**src/rtl/exc_entry_pkg.sv**
```systemverilog
`timescale 1ns/100ps
package exc_entry_pkg;

  typedef enum logic [1:0] {
    EXC_PROT = 2'd0,
    EXC_ADDR = 2'd1,
    EXC_TRAP = 2'd2,
    EXC_NONE = 2'd3
  } exc_class_e;

  localparam int REG_FAULT = 0;
  localparam int REG_PAGE  = 1;
  localparam int REG_MMUC  = 2;
  localparam int REG_SPC   = 3;
  localparam int REG_SSR   = 4;
  localparam int REG_EVT   = 5;
  localparam int REG_TRAP  = 6;
  localparam int REG_SR    = 7;
  localparam int REG_VEC   = 8;
  localparam int NUM_REGS  = 9;

  localparam int TRAP_EVT   = 'h160;
  localparam int VEC_OFFSET = 'h100;
  localparam int INSN_BYTES = 2;

  typedef struct packed {
    logic take;
    logic isProt;
    logic isFault;
    logic isTrap;
    logic swWe;
  } ctrl_t;

endpackage

```
**src/rtl/exc_entry_ctrl.sv**
```systemverilog
`timescale 1ns/100ps
module exc_entry_ctrl
  import exc_entry_pkg::*;
#(
  parameter int SEL_W = 4
) (
  input  logic             clk,
  input  logic             rstN,
  input  logic             reqValid,
  input  logic [1:0]       reqClass,
  input  logic             swWrEn,
  input  logic [SEL_W-1:0] swAddr,
  output ctrl_t            ctrl,
  output logic             redirectValid
);

  exc_class_e cls;
  logic       selInRange;

  always_comb begin
    cls        = exc_class_e'(reqClass);
    selInRange = (int'(swAddr) < NUM_REGS);
    ctrl.take    = reqValid && (cls != EXC_NONE);
    ctrl.isProt  = reqValid && (cls == EXC_PROT);
    ctrl.isFault = reqValid && ((cls == EXC_PROT) || (cls == EXC_ADDR));
    ctrl.isTrap  = reqValid && (cls == EXC_TRAP);
    ctrl.swWe    = swWrEn && selInRange && !ctrl.take && !redirectValid;
  end

  always_ff @(posedge clk) begin
    if (!rstN) redirectValid <= 1'b0;
    else       redirectValid <= ctrl.take;
  end

endmodule

```
**src/rtl/exc_entry_dp.sv**
```systemverilog
`timescale 1ns/100ps
module exc_entry_dp
  import exc_entry_pkg::*;
#(
  parameter int XLEN    = 32,
  parameter int EVT_W   = 12,
  parameter int IMM_W   = 8,
  parameter int WAY_W   = 2,
  parameter int WAY_LSB = 6,
  parameter int VPN_LSB = 10,
  parameter int SR_BL   = 28,
  parameter int SR_RB   = 29,
  parameter int SR_MD   = 30,
  parameter int SEL_W   = 4
) (
  input  logic             clk,
  input  logic             rstN,
  input  ctrl_t            ctrl,
  input  logic [EVT_W-1:0] reqEvtCode,
  input  logic [XLEN-1:0]  reqAddr,
  input  logic [WAY_W-1:0] reqWay,
  input  logic [XLEN-1:0]  reqPc,
  input  logic [XLEN-1:0]  reqSr,
  input  logic [IMM_W-1:0] reqImm,
  input  logic [SEL_W-1:0] swAddr,
  input  logic [XLEN-1:0]  swWrData,
  output logic [XLEN-1:0]  swRdData,
  output logic [XLEN-1:0]  redirectPc,
  output logic [XLEN-1:0]  srQ,
  output logic [XLEN-1:0]  vecBaseQ
);

  localparam logic [XLEN-1:0] SR_FORCE =
    (XLEN'(1) << SR_BL) | (XLEN'(1) << SR_RB) | (XLEN'(1) << SR_MD);
  localparam logic [XLEN-1:0] TRAP_CODE = XLEN'(TRAP_EVT);
  localparam logic [XLEN-1:0] VEC_OFS   = XLEN'(VEC_OFFSET);
  localparam logic [XLEN-1:0] PC_STEP   = XLEN'(INSN_BYTES);

  logic [XLEN-1:0] regQ [NUM_REGS];
  logic [XLEN-1:0] regD [NUM_REGS];
  logic            regEn[NUM_REGS];

  always_comb begin
    for (int i = 0; i < NUM_REGS; i++) begin
      regD[i]  = regQ[i];
      regEn[i] = 1'b0;
      if (ctrl.swWe && (swAddr == SEL_W'(i))) begin
        regD[i]  = swWrData;
        regEn[i] = 1'b1;
      end
    end

    if (ctrl.take) begin
      regD[REG_SSR]  = reqSr;
      regEn[REG_SSR] = 1'b1;
      regD[REG_SR]   = reqSr | SR_FORCE;
      regEn[REG_SR]  = 1'b1;
    end

    if (ctrl.isFault) begin
      regD[REG_FAULT]  = reqAddr;
      regEn[REG_FAULT] = 1'b1;
      regD[REG_SPC]    = reqPc;
      regEn[REG_SPC]   = 1'b1;
      regD[REG_EVT]    = XLEN'(reqEvtCode);
      regEn[REG_EVT]   = 1'b1;
    end

    if (ctrl.isProt) begin
      regD[REG_PAGE]  = {reqAddr[XLEN-1:VPN_LSB], regQ[REG_PAGE][VPN_LSB-1:0]};
      regEn[REG_PAGE] = 1'b1;
      regD[REG_MMUC][WAY_LSB +: WAY_W] = reqWay;
      regEn[REG_MMUC] = 1'b1;
    end

    if (ctrl.isTrap) begin
      regD[REG_SPC]   = reqPc + PC_STEP;
      regEn[REG_SPC]  = 1'b1;
      regD[REG_EVT]   = TRAP_CODE;
      regEn[REG_EVT]  = 1'b1;
      regD[REG_TRAP]  = XLEN'({reqImm, 2'b00});
      regEn[REG_TRAP] = 1'b1;
    end
  end

  for (genvar g = 0; g < NUM_REGS; g++) begin : gReg
    always_ff @(posedge clk) begin
      if (!rstN)         regQ[g] <= '0;
      else if (regEn[g]) regQ[g] <= regD[g];
    end
  end

  always_ff @(posedge clk) begin
    if (!rstN)          redirectPc <= '0;
    else if (ctrl.take) redirectPc <= regQ[REG_VEC] + VEC_OFS;
    else                redirectPc <= '0;
  end

  always_comb begin
    swRdData = '0;
    for (int i = 0; i < NUM_REGS; i++)
      if (swAddr == SEL_W'(i)) swRdData = regQ[i];
  end

  assign srQ      = regQ[REG_SR];
  assign vecBaseQ = regQ[REG_VEC];

endmodule

```
**src/rtl/exc_entry_unit.sv**
```systemverilog
`timescale 1ns/100ps
module exc_entry_unit
  import exc_entry_pkg::*;
#(
  parameter int XLEN    = 32,
  parameter int EVT_W   = 12,
  parameter int IMM_W   = 8,
  parameter int WAY_W   = 2,
  parameter int WAY_LSB = 6,
  parameter int VPN_LSB = 10,
  parameter int SR_BL   = 28,
  parameter int SR_RB   = 29,
  parameter int SR_MD   = 30,
  parameter int SEL_W   = 4
) (
  input  logic             clk,
  input  logic             rstN,
  input  logic             reqValid,
  input  logic [1:0]       reqClass,
  input  logic [EVT_W-1:0] reqEvtCode,
  input  logic [XLEN-1:0]  reqAddr,
  input  logic [WAY_W-1:0] reqWay,
  input  logic [XLEN-1:0]  reqPc,
  input  logic [XLEN-1:0]  reqSr,
  input  logic [IMM_W-1:0] reqImm,
  input  logic             swWrEn,
  input  logic [SEL_W-1:0] swAddr,
  input  logic [XLEN-1:0]  swWrData,
  output logic [XLEN-1:0]  swRdData,
  output logic             redirectValid,
  output logic [XLEN-1:0]  redirectPc
);

  ctrl_t           ctrl;
  logic [XLEN-1:0] srQ;
  logic [XLEN-1:0] vecBaseQ;

  exc_entry_ctrl #(.SEL_W(SEL_W)) u_ctrl (
    .clk           (clk),
    .rstN          (rstN),
    .reqValid      (reqValid),
    .reqClass      (reqClass),
    .swWrEn        (swWrEn),
    .swAddr        (swAddr),
    .ctrl          (ctrl),
    .redirectValid (redirectValid)
  );

  exc_entry_dp #(
    .XLEN(XLEN), .EVT_W(EVT_W), .IMM_W(IMM_W), .WAY_W(WAY_W),
    .WAY_LSB(WAY_LSB), .VPN_LSB(VPN_LSB), .SR_BL(SR_BL),
    .SR_RB(SR_RB), .SR_MD(SR_MD), .SEL_W(SEL_W)
  ) u_dp (
    .clk        (clk),
    .rstN       (rstN),
    .ctrl       (ctrl),
    .reqEvtCode (reqEvtCode),
    .reqAddr    (reqAddr),
    .reqWay     (reqWay),
    .reqPc      (reqPc),
    .reqSr      (reqSr),
    .reqImm     (reqImm),
    .swAddr     (swAddr),
    .swWrData   (swWrData),
    .swRdData   (swRdData),
    .redirectPc (redirectPc),
    .srQ        (srQ),
    .vecBaseQ   (vecBaseQ)
  );

endmodule

```
**config.mk**
```make
export PLATFORM = sky130hd
export DESIGN_NAME = exc_entry_unit
export DESIGN_NICKNAME = d
export VERILOG_FILES = /design/src/rtl/exc_entry_pkg.sv /design/src/rtl/exc_entry_ctrl.sv /design/src/rtl/exc_entry_dp.sv /design/src/rtl/exc_entry_unit.sv
export SDC_FILE = /design/constraint.sdc
export NUM_CORES = 1
export LEC_CHECK = 0
export BUFFER_PORTS_ARGS = -buffer_cell sky130_fd_sc_hd__buf_2
export CAP_MARGIN = 20
export CORE_ASPECT_RATIO = 0.5
export CORE_MARGIN = 4
export CORE_UTILIZATION = 58
export DETAILED_ROUTE_END_ITERATION = 10
export PLACE_DENSITY = 0.81
export SETUP_SLACK_MARGIN = 0.3
export SYNTH_ARGS = -nofsm -noshare
export SYNTH_HDL_FRONTEND = slang
export SYNTH_SLANG_ARGS = --single-unit
```
**constraint.sdc**
```tcl
create_clock -name clk -period 3.6 [get_ports clk]
set_clock_uncertainty 0.1 [all_clocks]
set_input_delay 0 -clock clk [delete_from_list [all_inputs] [get_ports clk]]
set_output_delay 0 -clock clk [all_outputs]
set_load 0.005 [all_outputs]
```
==> flow_summary.ini <==
[run_status]
outcome = completed

[cts]
cts_root_buffer = clkbuf_16
cts_buffers = 29
clockBufferDepth = 3
cts.sinks = 321
insertion_delay_ps = 570
tritoncts = built
cts_setup_buffers = 0
path_clk_slew_ps = 70
h-tree-depth = 1

[layout]
drive_gt1_frac = 0.200
fin_nets = 2026
finish.utilization = 0.778
syn_to_final_growth_pct = 30.6
multi_input_area_um2 = 6140
fillers = 1577
seq_area_um2 = 9310

[global_route]
grt_pass1_wl_um = 91600
grt-ovfl-total = 0
grt_start_max_net_pins = 50
antenna_found_initial = 5
grt_pass1_vias = 15700
grt_use_total = 0.395

[critical_path]
path_max_fanout = 21
critPathMaxStageDelay_ps = 740
crit_chain = nand2b_1 -> nor2_1 -> nand2_1 -> nand2_1 -> buf_12
worst_path_most_repeated_cell = nand2_1
worstSetupStartpointType = flip-flop
cp_slowest_cell = nand2_1
worst-setup-path-type = reg -> reg
required_ps = 3810
end_kind = flip-flop
crit_arrival_ps = 3510
rrSetupSlack_ps = 310

[yosys]
synth_seq_cells = 321
syn_avg_cell_area_um2 = 11.0
synth_cell_type_count = 69
synth_area_um2 = 15900
ys_seq_area_frac = 0.584
yosysWarnings = 0
ys.flop_type = edfxtp_1
synth-async-reset-ratio = 0
synthCells = 1442
synth_edf_count = 288
syn_nets = 1604

[floorplan]
die_width_um = 242
io-pin-count = 225
core_um2 = 26700
start_util = 0.596
die_h_um = 125
die-area_um2 = 30300
fp-row-count = 42

[placed_design]
place_hpwl_um = 36900
portBuffers = 224
routabilityCongestion = 0.972
place_ws_ps = 530

[pwr]
power_mw = 9.02
intPower_mw = 6.72
share_seq_of_total_power = 0.488
p_comb_frac = 0.140
p_sw_mw = 2.30
power_density_nw_per_um2 = 433
ir_drop_mv = 0.405
leakage_nw = 8.55
sw_frac_of_total = 0.255
clock_power_share = 0.373

[detailed_routing]
remaining_drc_errors = 0
wl_per_cell_um = 27.8
drtIter0Drc = 2949
dr.pass1.iters = 8
avgViaCountPerCell = 6.88
ant_nets = 0
num_vias = 15400
drt_wl_total_um = 62300

[sta]
worst_slack_ps = 308
timing.final.crit_period_ps = 3290
timing.final.crit_share = 0.914
slew_violations = 0
hold_viol = 0
relSlewSlack = 0.193
max_freq_ghz = 0.304
rsz0062_at_grt = false
tns_ps = 0
setup_viol = 0
worst_slew_pin_slew_ps = 1210

[flow_run]
drv_cap = 0

[worst_hold_path]
hp-class = in -> reg
critical path: cells and delay by family (launching register included):
kind / cells / cell delay, ps
simple gates: 4 / 2070
flops: 1 / 390
buf+inv: 1 / 420
layout by cell type (no fill, tap or decap), drive strengths merged, types with 12 or more instances in the layout:
cell type      n
edfxtp       288
buf          280
dlygate4sd3  225
nand2        179
nor2         123
a21oi        111
and2          98
o22ai         65
clkbuf        44
nor4          43
nor3          42
a21o          36
dfxtp         33
mux4          31
o21ai         27
and3          25
nand3         24
mux2i         22
inv           20
nand4         19
or3           12
final timing paths:
kind,from,end,depth (start not counted)
setup / recovery,u_ctrl.redirectValid$_SDFF_PN0_,u_dp.regQ[8][25]$_SDFFCE_PN0P_,5
hold / removal,reqPc[5],u_dp.regQ[3][6]$_SDFFCE_PN0P_,4
setup reg to reg,u_ctrl.redirectValid$_SDFF_PN0_,u_dp.regQ[8][25]$_SDFFCE_PN0P_,5
hold reg to reg,u_dp.regQ[8][2]$_SDFFCE_PN0P_,u_dp.redirectPc[2]$_SDFF_PN0_,1
metal layers:
layer | track usage | up-vias | share of wire
met3 | 0.144 | 361 | 0.17
met5 | 0 | - | 0.00037
li1 | - | 6275 | -
met4 | 0.207 | 4 | 0.061
met1 | 0.487 | 7205 | 0.33
met2 | 0.617 | 1602 | 0.44
cell families after synthesis:
family	share of synthesized area
xor+xnor	0.00715
flops	0.584
fa+ha+maj	0.00157
simple gates	0.193
mux	0.0576
compound gates	0.124
buf+inv	0.0331
cell usage after synthesis, types with 3 or more instances:
| cell | count | share of area |
|---|---|---|
| nor4_1 | 42 | 0.016 |
| o21ai_1 | 3 | 0.00094 |
| a21oi_1 | 111 | 0.035 |
| nand3_1 | 24 | 0.0075 |
| clkbuf_1 | 89 | 0.021 |
| a21boi_0 | 8 | 0.0038 |
| nor2b_1 | 7 | 0.0027 |
| buf_2 | 14 | 0.0044 |
| a211oi_1 | 8 | 0.0038 |
| dfxtp_1 | 33 | 0.041 |
| a311oi_1 | 3 | 0.0016 |
| xor2_1 | 6 | 0.0033 |
| or3_1 | 11 | 0.0043 |
| nand3b_1 | 3 | 0.0014 |
| xnor2_1 | 7 | 0.0038 |
| and4_1 | 8 | 0.0044 |
| nor3_1 | 42 | 0.013 |
| nand2_1 | 179 | 0.042 |
| or4_1 | 8 | 0.0038 |
| edfxtp_1 | 288 | 0.54 |
| o31ai_1 | 3 | 0.0014 |
| a21o_1 | 35 | 0.016 |
| a22oi_1 | 9 | 0.0042 |
| o22ai_1 | 65 | 0.026 |
| o21ai_0 | 24 | 0.0075 |
| nand4bb_1 | 3 | 0.0021 |
| o211ai_1 | 6 | 0.0028 |
| nand2b_1 | 4 | 0.0016 |
| and2_1 | 98 | 0.038 |
| nor2_1 | 123 | 0.029 |
| buf_1 | 8 | 0.0019 |
| mux2i_1 | 22 | 0.014 |
| nand4_1 | 18 | 0.0071 |
| a31oi_1 | 9 | 0.0035 |
| mux4_2 | 31 | 0.044 |
| and3_1 | 24 | 0.0094 |
| o221ai_1 | 7 | 0.0038 |
| inv_1 | 18 | 0.0042 |
per-stage QoR:
step                hold slack (ps)  instance area, um^2  cells
floorplan                      98.2                15900   1442
global placement                241                17500   1960
detailed placement              242                17500   1960
CTS                           0.133                20800   2239
global route                   29.1                20800   2242
finish                         33.5                20800   2244
power groups by stage:
stage / logic (mW) / clock network, mW / registers, mW
final: 1.26 / 3.36 / 4.40
after global placement: 0.965 / 0 / 4.45
after global routing: 1.30 / 3.47 / 4.41
after detailed placement: 0.982 / 0 / 4.46
after CTS: 1.18 / 3.30 / 4.38
after floorplan: 0.525 / 0 / 4.43
state kept, by name, summed over array words and instances, names as in the netlist:
name and count:
u_ctrl.redirectValid 1, u_dp.redirectPc 32, u_dp.regQ 288
final cells by class:
cell class,instances,area share
flip-flops and latches,321,0.447
clock inverters,10,0.00757
well taps,352,0.0212
diodes,5,0.000601
inverters,18,0.00325
multi-input cells,989,0.295
clock buffers,44,0.0404
repair buffers,505,0.185
repair_timing:
item / 4_1_cts / 5_1_grt
hold buffers: 225 / 0
hold endpoints to repair: 288 / 0
gates resized for setup: 0 / 1
endpoints found under the setup margin: 0 / 2
Power figures use the tool's default switching activity.
